`config.mk`:
```
export PLATFORM = sky130hd
export DESIGN_NAME = iodec_top
export DESIGN_NICKNAME = d
export VERILOG_FILES = /design/src/rtl/iodec_pkg.sv /design/src/rtl/iodec_rst_sync.sv /design/src/rtl/iodec_window_match.sv /design/src/rtl/iodec_bank_decoder.sv /design/src/rtl/iodec_port_select.sv /design/src/rtl/iodec_top.sv
export SDC_FILE = /design/constraint.sdc
export NUM_CORES = 1
export LEC_CHECK = 0
export BUFFER_PORTS_ARGS = -buffer_cell sky130_fd_sc_hd__clkbuf_2
export CAP_MARGIN = 15
export CORE_ASPECT_RATIO = 1.4
export CORE_MARGIN = 5
export CORE_UTILIZATION = 47
export DETAILED_ROUTE_END_ITERATION = 8
export HOLD_SLACK_MARGIN = 0.06
export MAX_ROUTING_LAYER = met4
export PLACE_DENSITY = 0.77
export SLEW_MARGIN = 15
export SYNTH_ARGS = -nofsm -noshare
export SYNTH_HDL_FRONTEND = slang
export SYNTH_SLANG_ARGS = --single-unit
```
`constraint.sdc`:
```
create_clock -name clk -period 1.2 [get_ports clk]
set_input_delay 0.24 -clock clk [delete_from_list [all_inputs] [get_ports clk]]
set_output_delay 0.24 -clock clk [all_outputs]
set_load 0.005 [all_outputs]
```
`src/rtl/iodec_pkg.sv`:
```
package iodec_pkg;

  typedef enum logic [1:0] {
    ACC_IDLE  = 2'b00,
    ACC_READ  = 2'b01,
    ACC_WRITE = 2'b10,
    ACC_BOTH  = 2'b11
  } iodec_acc_e;

  function automatic iodec_acc_e acc_kind(input logic rd_n, input logic wr_n);
    return iodec_acc_e'({~wr_n, ~rd_n});
  endfunction

endpackage

```
`src/rtl/iodec_rst_sync.sv`:
```
module iodec_rst_sync (
  input  logic clk,
  input  logic rst_n,
  output logic rst_s_n
);

  logic stage_q;
  logic sync_q;

  always_ff @(posedge clk or negedge rst_n) begin
    if (!rst_n) begin
      stage_q <= 1'b0;
      sync_q  <= 1'b0;
    end else begin
      stage_q <= 1'b1;
      sync_q  <= stage_q;
    end
  end

  assign rst_s_n = sync_q;

endmodule

```
`src/rtl/iodec_window_match.sv`:
```
module iodec_window_match #(
  parameter int                ADDR_W = 10,
  parameter int                WIN_W  = 5,
  parameter logic [ADDR_W-1:0] BASE   = 10'h300
) (
  input  logic [ADDR_W-1:WIN_W] addr_hi,
  input  logic                  aen,
  input  logic                  req,
  output logic                  win_n
);

  localparam int                 TAG_W = ADDR_W - WIN_W;
  localparam logic [TAG_W-1:0]   TAG   = BASE[ADDR_W-1:WIN_W];

  logic tag_eq;

  always_comb begin
    tag_eq = (addr_hi == TAG);
    win_n  = !(tag_eq && !aen && req);
  end

endmodule

```
`src/rtl/iodec_bank_decoder.sv`:
```
module iodec_bank_decoder #(
  parameter int SEL_W = 4
) (
  input  logic                    en_n,
  input  logic [SEL_W-1:0]        sel,
  output logic [(1<<SEL_W)-1:0]   out_n
);

  localparam int N_OUT = 1 << SEL_W;

  for (genvar g = 0; g < N_OUT; g++) begin : g_out
    assign out_n[g] = en_n | (sel != SEL_W'(g));
  end

endmodule

```
`src/rtl/iodec_port_select.sv`:
```
module iodec_port_select #(
  parameter int GRP = 4
) (
  input  logic [GRP-1:0] grp_en_n,
  output logic           cs_n
);

  always_comb cs_n = &grp_en_n;

endmodule

```
`src/rtl/iodec_top.sv`:
```
module iodec_top #(
  parameter int          ADDR_W = 10,
  parameter int          BANK_W = 4,
  parameter int          WIN_W  = 5,
  parameter int          OFF_W  = 2,
  parameter logic [9:0]  BASE   = 10'h300
) (
  input  logic                   clk,
  input  logic                   rst_n,
  input  logic [ADDR_W-1:0]      io_addr,
  input  logic                   io_rd_n,
  input  logic                   io_wr_n,
  input  logic                   aen,
  output logic [(1<<WIN_W)-1:0]  dev_en_n,
  output logic                   port_cs_n,
  output logic [OFF_W-1:0]       port_reg_sel
);
  import iodec_pkg::*;

  localparam int N_EN      = 1 << WIN_W;
  localparam int BSEL_W    = WIN_W - BANK_W;
  localparam int N_BANKS   = 1 << BSEL_W;
  localparam int BANK_OUTS = 1 << BANK_W;
  localparam int GRP       = 1 << OFF_W;

  logic               rst_s_n;
  logic               req;
  logic               win_n;
  logic [N_BANKS-1:0] bank_en_n;
  logic [N_EN-1:0]    dev_en_d;
  logic [N_EN-1:0]    dev_en_q;
  logic               off_ld;
  logic [OFF_W-1:0]   reg_sel_d;
  logic [OFF_W-1:0]   reg_sel_q;

  iodec_rst_sync u_rst_sync (
    .clk     (clk),
    .rst_n   (rst_n),
    .rst_s_n (rst_s_n)
  );

  always_comb req = (acc_kind(io_rd_n, io_wr_n) != ACC_IDLE);

  iodec_window_match #(
    .ADDR_W (ADDR_W),
    .WIN_W  (WIN_W),
    .BASE   (BASE)
  ) u_match (
    .addr_hi (io_addr[ADDR_W-1:WIN_W]),
    .aen     (aen),
    .req     (req),
    .win_n   (win_n)
  );

  for (genvar b = 0; b < N_BANKS; b++) begin : g_bank
    assign bank_en_n[b] = win_n | (io_addr[WIN_W-1:BANK_W] != BSEL_W'(b));

    iodec_bank_decoder #(
      .SEL_W (BANK_W)
    ) u_bank (
      .en_n  (bank_en_n[b]),
      .sel   (io_addr[BANK_W-1:0]),
      .out_n (dev_en_d[b*BANK_OUTS +: BANK_OUTS])
    );
  end

  always_comb begin
    off_ld    = !win_n;
    reg_sel_d = io_addr[OFF_W-1:0];
  end

  always_ff @(posedge clk or negedge rst_s_n) begin
    if (!rst_s_n) begin
      dev_en_q <= '1;
    end else begin
      dev_en_q <= dev_en_d;
    end
  end

  always_ff @(posedge clk or negedge rst_s_n) begin
    if (!rst_s_n) begin
      reg_sel_q <= '0;
    end else if (off_ld) begin
      reg_sel_q <= reg_sel_d;
    end
  end

  iodec_port_select #(
    .GRP (GRP)
  ) u_port (
    .grp_en_n (dev_en_q[GRP-1:0]),
    .cs_n     (port_cs_n)
  );

  assign dev_en_n     = dev_en_q;
  assign port_reg_sel = reg_sel_q;

  logic hit_chk;
  always_comb hit_chk = (io_addr[ADDR_W-1:WIN_W] == BASE[ADDR_W-1:WIN_W]) &&
                        !aen && !(io_rd_n && io_wr_n);

  assert_decode_hit_R2: assert property (@(posedge clk) disable iff (!rst_s_n)
    hit_chk |=> !dev_en_n[$past(io_addr[WIN_W-1:0])]);

  assert_dma_quiet_R3: assert property (@(posedge clk) disable iff (!rst_s_n)
    aen |=> (&dev_en_n));

  assert_outside_quiet_R5: assert property (@(posedge clk) disable iff (!rst_s_n)
    (io_addr[ADDR_W-1:WIN_W] != BASE[ADDR_W-1:WIN_W]) |=> (&dev_en_n));

  assert_one_enable_R6: assert property (@(posedge clk) disable iff (!rst_s_n)
    $onehot0(~dev_en_n));

  assert_port_group_R7: assert property (@(posedge clk) disable iff (!rst_s_n)
    (hit_chk && io_addr[WIN_W-1:OFF_W] == '0) |=> !port_cs_n);

  assert_offset_load_R8: assert property (@(posedge clk) disable iff (!rst_s_n)
    hit_chk |=> (port_reg_sel == $past(io_addr[OFF_W-1:0])));

  assert_offset_hold_R8: assert property (@(posedge clk) disable iff (!rst_s_n)
    !hit_chk |=> $stable(port_reg_sel));

  assert_no_strobe_R9: assert property (@(posedge clk) disable iff (!rst_s_n)
    (io_rd_n && io_wr_n) |=> (&dev_en_n));

endmodule

```
Word level (Yosys, flattened, before mapping) --
Index checks and enable logic that the tools add are counted.
Storage, ports and cells: flip-flop bits (word level) 36, input port bits 15, output and inout port bits 35
Cells by class: equal/unequal tests 16, bitwise logic cells 37, reductions and logical operators 7
Operator list (count):
- 1-bit OR | 34
- 4-bit != test (second input constant) | 8
- 4-bit by 3-bit != test with 1-bit output (second input constant) | 4
- 4-bit by 2-bit != test with 1-bit output (second input constant) | 2
- 5-bit equality test (second input constant) | 1
- 4-bit by 1-bit != test with 1-bit output (second input constant) | 1
- 4-bit AND reduction | 1
- 4-bit nonzero test | 1
- 1-bit inverter | 3
- 1-bit logical AND | 2
- 1-bit zero test | 2
- 2-bit nonzero test | 1

Longest topological paths before layout --
depth after elaboration 6, mapped depth 4, mapped depth without buffers 3

By module --
A second synthesis with hierarchy kept.
Second synthesis, totals: cell total of the unflattened synthesis 92, area, all modules 1266.2 um^2
Modules (own cells, without submodules):
- iodec_top | instances 1, cells an instance 39, area each 929.6 um^2
- iodec_bank_decoder | instances 2, cells an instance 23, area each 126.4 um^2
- iodec_rst_sync | instances 1, cells an instance 3, area each 53.8 um^2
- iodec_window_match | instances 1, cells an instance 3, area each 21.3 um^2
- iodec_port_select | instances 1, cells an instance 1, area each 8.8 um^2

Worst setup path after synthesis --
Ideal clock, no wire load.
path type input to register, from input port io_addr[6], to register reg_sel_q[0] (netlist: port_reg_sel[0]), setup time 0.125 ns, arrival 1.095 ns, path slack -0.020 ns, cell stages on the path 4, cell sequence nand4bb_1 > buf_2 > nor2_4 > mux2_2
On the way: longest elaborated chain between the ends 3
RTL lines:
- start: declaration | line iodec_top.sv:10 | input logic [ADDR_W-1:0] io_addr,
- 5-bit equality test
- 1-bit logical AND (2 in series) | line iodec_window_match.sv:19 | win_n = !(tag_eq && !aen && req);
- end signal: assignment | line iodec_top.sv:84 | reg_sel_q <= reg_sel_d;
- end: declaration | line iodec_top.sv:34 | logic [OFF_W-1:0] reg_sel_q;
Every way passes these cells. A chain may end at the register's enable or synchronous reset.

Worst setup path in the final report --
from register dev_en_q[3] (netlist: dev_en_n[3]), to output port port_cs_n
On the way: longest elaborated chain between the ends 1
RTL lines:
- start: declaration | line iodec_top.sv:31 | logic [N_EN-1:0] dev_en_q;
- start signal: assignment | line iodec_top.sv:76 | dev_en_q <= dev_en_d;
- 4-bit AND reduction | line iodec_port_select.sv:8 | always_comb cs_n = &grp_en_n;
- end: declaration | line iodec_top.sv:15 | output logic port_cs_n,
Every way passes these cells.

==> results.yml <==
route:
  drc_errors: 0
  num_vias: 964
  wl_per_cell_um: 12.6
  ant_nets: 0
  initialDrtViolationCount: 8
  wl_um: 2600
  avgViaCountPerCell: 4.66
  first_pass_iters: 3
place:
  placed_cells: 198
  io_buffers: 49
  place_congestion: 0.840
  place_ws_ns: -0.157
  hpwlAfterDp_um: 2100
global_route:
  grt.overflow.total: 0
  grt_pass1_wl_um: 4440
  antenna_found_initial: 0
  grt_max_degree: 35
  grt_util_all_layers_pct: 14.8
  grt_pass1_vias: 992
clocking:
  path_clk_slew_ns: 0.07
  numCtsBuffers: 5
  cts_tree: "done"
  clock_path_buffers: 2
  cts_sinks: 36
  cts_setup_buffers: 0
  cts_root_buf: "clkbuf_8"
  clk_latency_ns: 0.28
  cts-htree-levels: 2
  ctsResizeCount: 0
synthesis:
  synth_async_sr_flop_share_pct: 100
  syn_nets: 120
  yosysTopAreaCell: "dfstp_2"
  syn-cell-area_um2: 1360
  synth-edff-count: 0
  yosysSeqAreaShare_pct: 69.4
  yosys.area.top_type_share_pct: 62.0
  ys_seq_elements: 36
  synth_cell_type_count: 26
  synth-main-ff-cell: "dfstp_2"
  yosys_warnings: 0
  syn_inst: 105
  synthTopCellsByArea: "dfstp_2, dfrtp_1, nand2_1"
  post_synth.cell_area_avg_um2: 12.9
  synthTopCellsByCount: "dfstp_2, nand2_1, nand3_1"
  synth_most_common_cell: "dfstp_2"
timing:
  hold_slack_ns: 0.189
  period_share_pct: 111
  rsz0062_at_grt: "true"
  finalHoldViolCount: 0
  layout_setup_ws_ns: -0.129
  finalSetupViolCount: 1
  timing.final.crit_period_ns: 1.33
  clock.fmax_ghz: 0.752
  drv_slew: 0
  fin_worst_skew_ns: 0.00490
layout:
  antenna_cells: 0
  finish.utilization_pct: 65.2
  final_cells: 207
  seqCellArea_um2: 941
  drive_above_1_share_pct: 64.7
  area_growth_pct: 35.6
  multi_input_area_um2: 379
  nNetsFinal: 184
  fillers: 237
floorplan:
  ios: 50
  rows: 23
  core-area_um2: 2820
  die_y_um: 73.6
  fp.dieW_um: 55.4
  floorplan.initialDensity_pct: 48.1
  die-area_um2: 4080
setup_path:
  crit_type: "flip-flop to output port"
  cp_slowest_stage_delay_ns: 0.53
  cp.required_ns: 0.96
  cp-start-kind: "flip-flop"
  critPathArrivalTime_ns: 1.09
  cp-end-kind: "output port"
  cpMaxStageDelayCell: "dfstp_2"
  crit_chain: "and4_1 -> clkbuf_2"
  reg2reg_slack_ns: 0.45
  crit_fanout: 2
status:
  violations: "negative setup slack"
  status: "finished with violations"
job:
  drv_cap: 0
hold_path:
  hp-class: "input pin to flip-flop"
pwr:
  leakage_uw: 0.000777
  ir_drop_uv: 836
  power_uw: 2420
  power.density_nw_per_um2: 1320
==> layer usage <==
metal | track usage, % | vias to the layer above | part of all wire [%] | wire length, um
met5 | - | - | 0 | 0
li1 | - | 470 | - | -
met2 | 24.5 | 35 | 54 | 1410
met4 | 10.3 | 0 | 3.3 | 85
met3 | 5.45 | 9 | 6.8 | 178
met1 | 14.3 | 450 | 36 | 928
==> registers in the layout (all words and copies together), names as in the netlist <==
name	cells
port_reg_sel	2
u_rst_sync.stage_q	1
u_rst_sync.rst_s_n	1
dev_en_n	32
==> metrics by stage <==
stage	TNS [ns]	instance area [um2]
2_1_floorplan	-0.00790	1360
3_3_place_gp	-2.16	1720
3_5_place_dp	-2.90	1720
4_1_cts	-0.138	1840
5_1_grt	-0.165	1840
6_report	-0.129	1840
==> cell type report <==
| class | count | share of cell area [%] |
|---|---|---|
| tap | 37 | 2.52 |
| clock buffer | 5 | 3.74 |
| inverter | 3 | 0.612 |
| sequential | 36 | 51.2 |
| multi-input combinational | 62 | 20.6 |
| clock inverter | 3 | 2.31 |
| timing repair buffer | 61 | 19.0 |
==> cell usage in the layout (no fill, tap or decap), drive strengths merged <==
master       count
dfrtp            4
inv              3
buf             11
nand2           23
nor3b            3
clkbuf          54
mux2             2
dlygate4sd3      1
nor3             8
and4             1
nor2b            2
nor2             6
nand4b           1
nand4            2
nand3            7
clkinv           1
clkinvlp         1
bufinv           1
conb             1
nand4bb          1
a211o            1
nand2b           2
dfstp           32
and3             1
nor4             1
==> critical path: cells and delay by family (launching register included) <==
| family | cells | cell delay, ns |
|---|---|---|
| buffers and inverters | 1 | 0.11 |
| flip-flops | 1 | 0.53 |
| AND/OR/NAND/NOR | 1 | 0.17 |
==> report_power, final <==
group          internal, uW  switching [uW]  leakage (uW)
Clock                   614             409     0.0000541
Combinational          67.9            90.6      0.000337
Sequential             1240            6.68      0.000386
Total                  1920             506      0.000777
==> cells by family (layout without fill, tap and decap cells) <==
| family | Yosys count | count (layout) | synth area share [%] |
|---|---|---|---|
| buffers and inverters | 7 | 72 | 2.67 |
| DFF | 36 | 36 | 69.4 |
| muxes | 2 | 2 | 1.66 |
| other | 1 | 1 | 0.276 |
| AOI/OAI and AO/OA | 1 | 1 | 0.646 |
| and+or+nand+nor | 58 | 58 | 25.4 |
==> final timing paths <==
| check | from | to | cells after the start |
|---|---|---|---|
| min | io_addr[3] | dev_en_n[12] | 2 |
| max | dev_en_n[3] | port_cs_n | 2 |
| min in group asynchronous | u_rst_sync.rst_s_n | port_reg_sel[1] | 1 |
| min reg2reg | u_rst_sync.rst_s_n | port_reg_sel[1] | 1 |
| max reg2reg | port_reg_sel[0] | port_reg_sel[0] | 1 |
| max in group asynchronous | u_rst_sync.rst_s_n | dev_en_n[2] | 1 |
==> what timing repair did <==
item,in CTS,in global routing
endpoints found under the hold margin,2,0
setup endpoints to repair,1,1
hold buffers,1,0
pin swaps,1,0
Note: power is estimated with default switching activity, not from simulation.
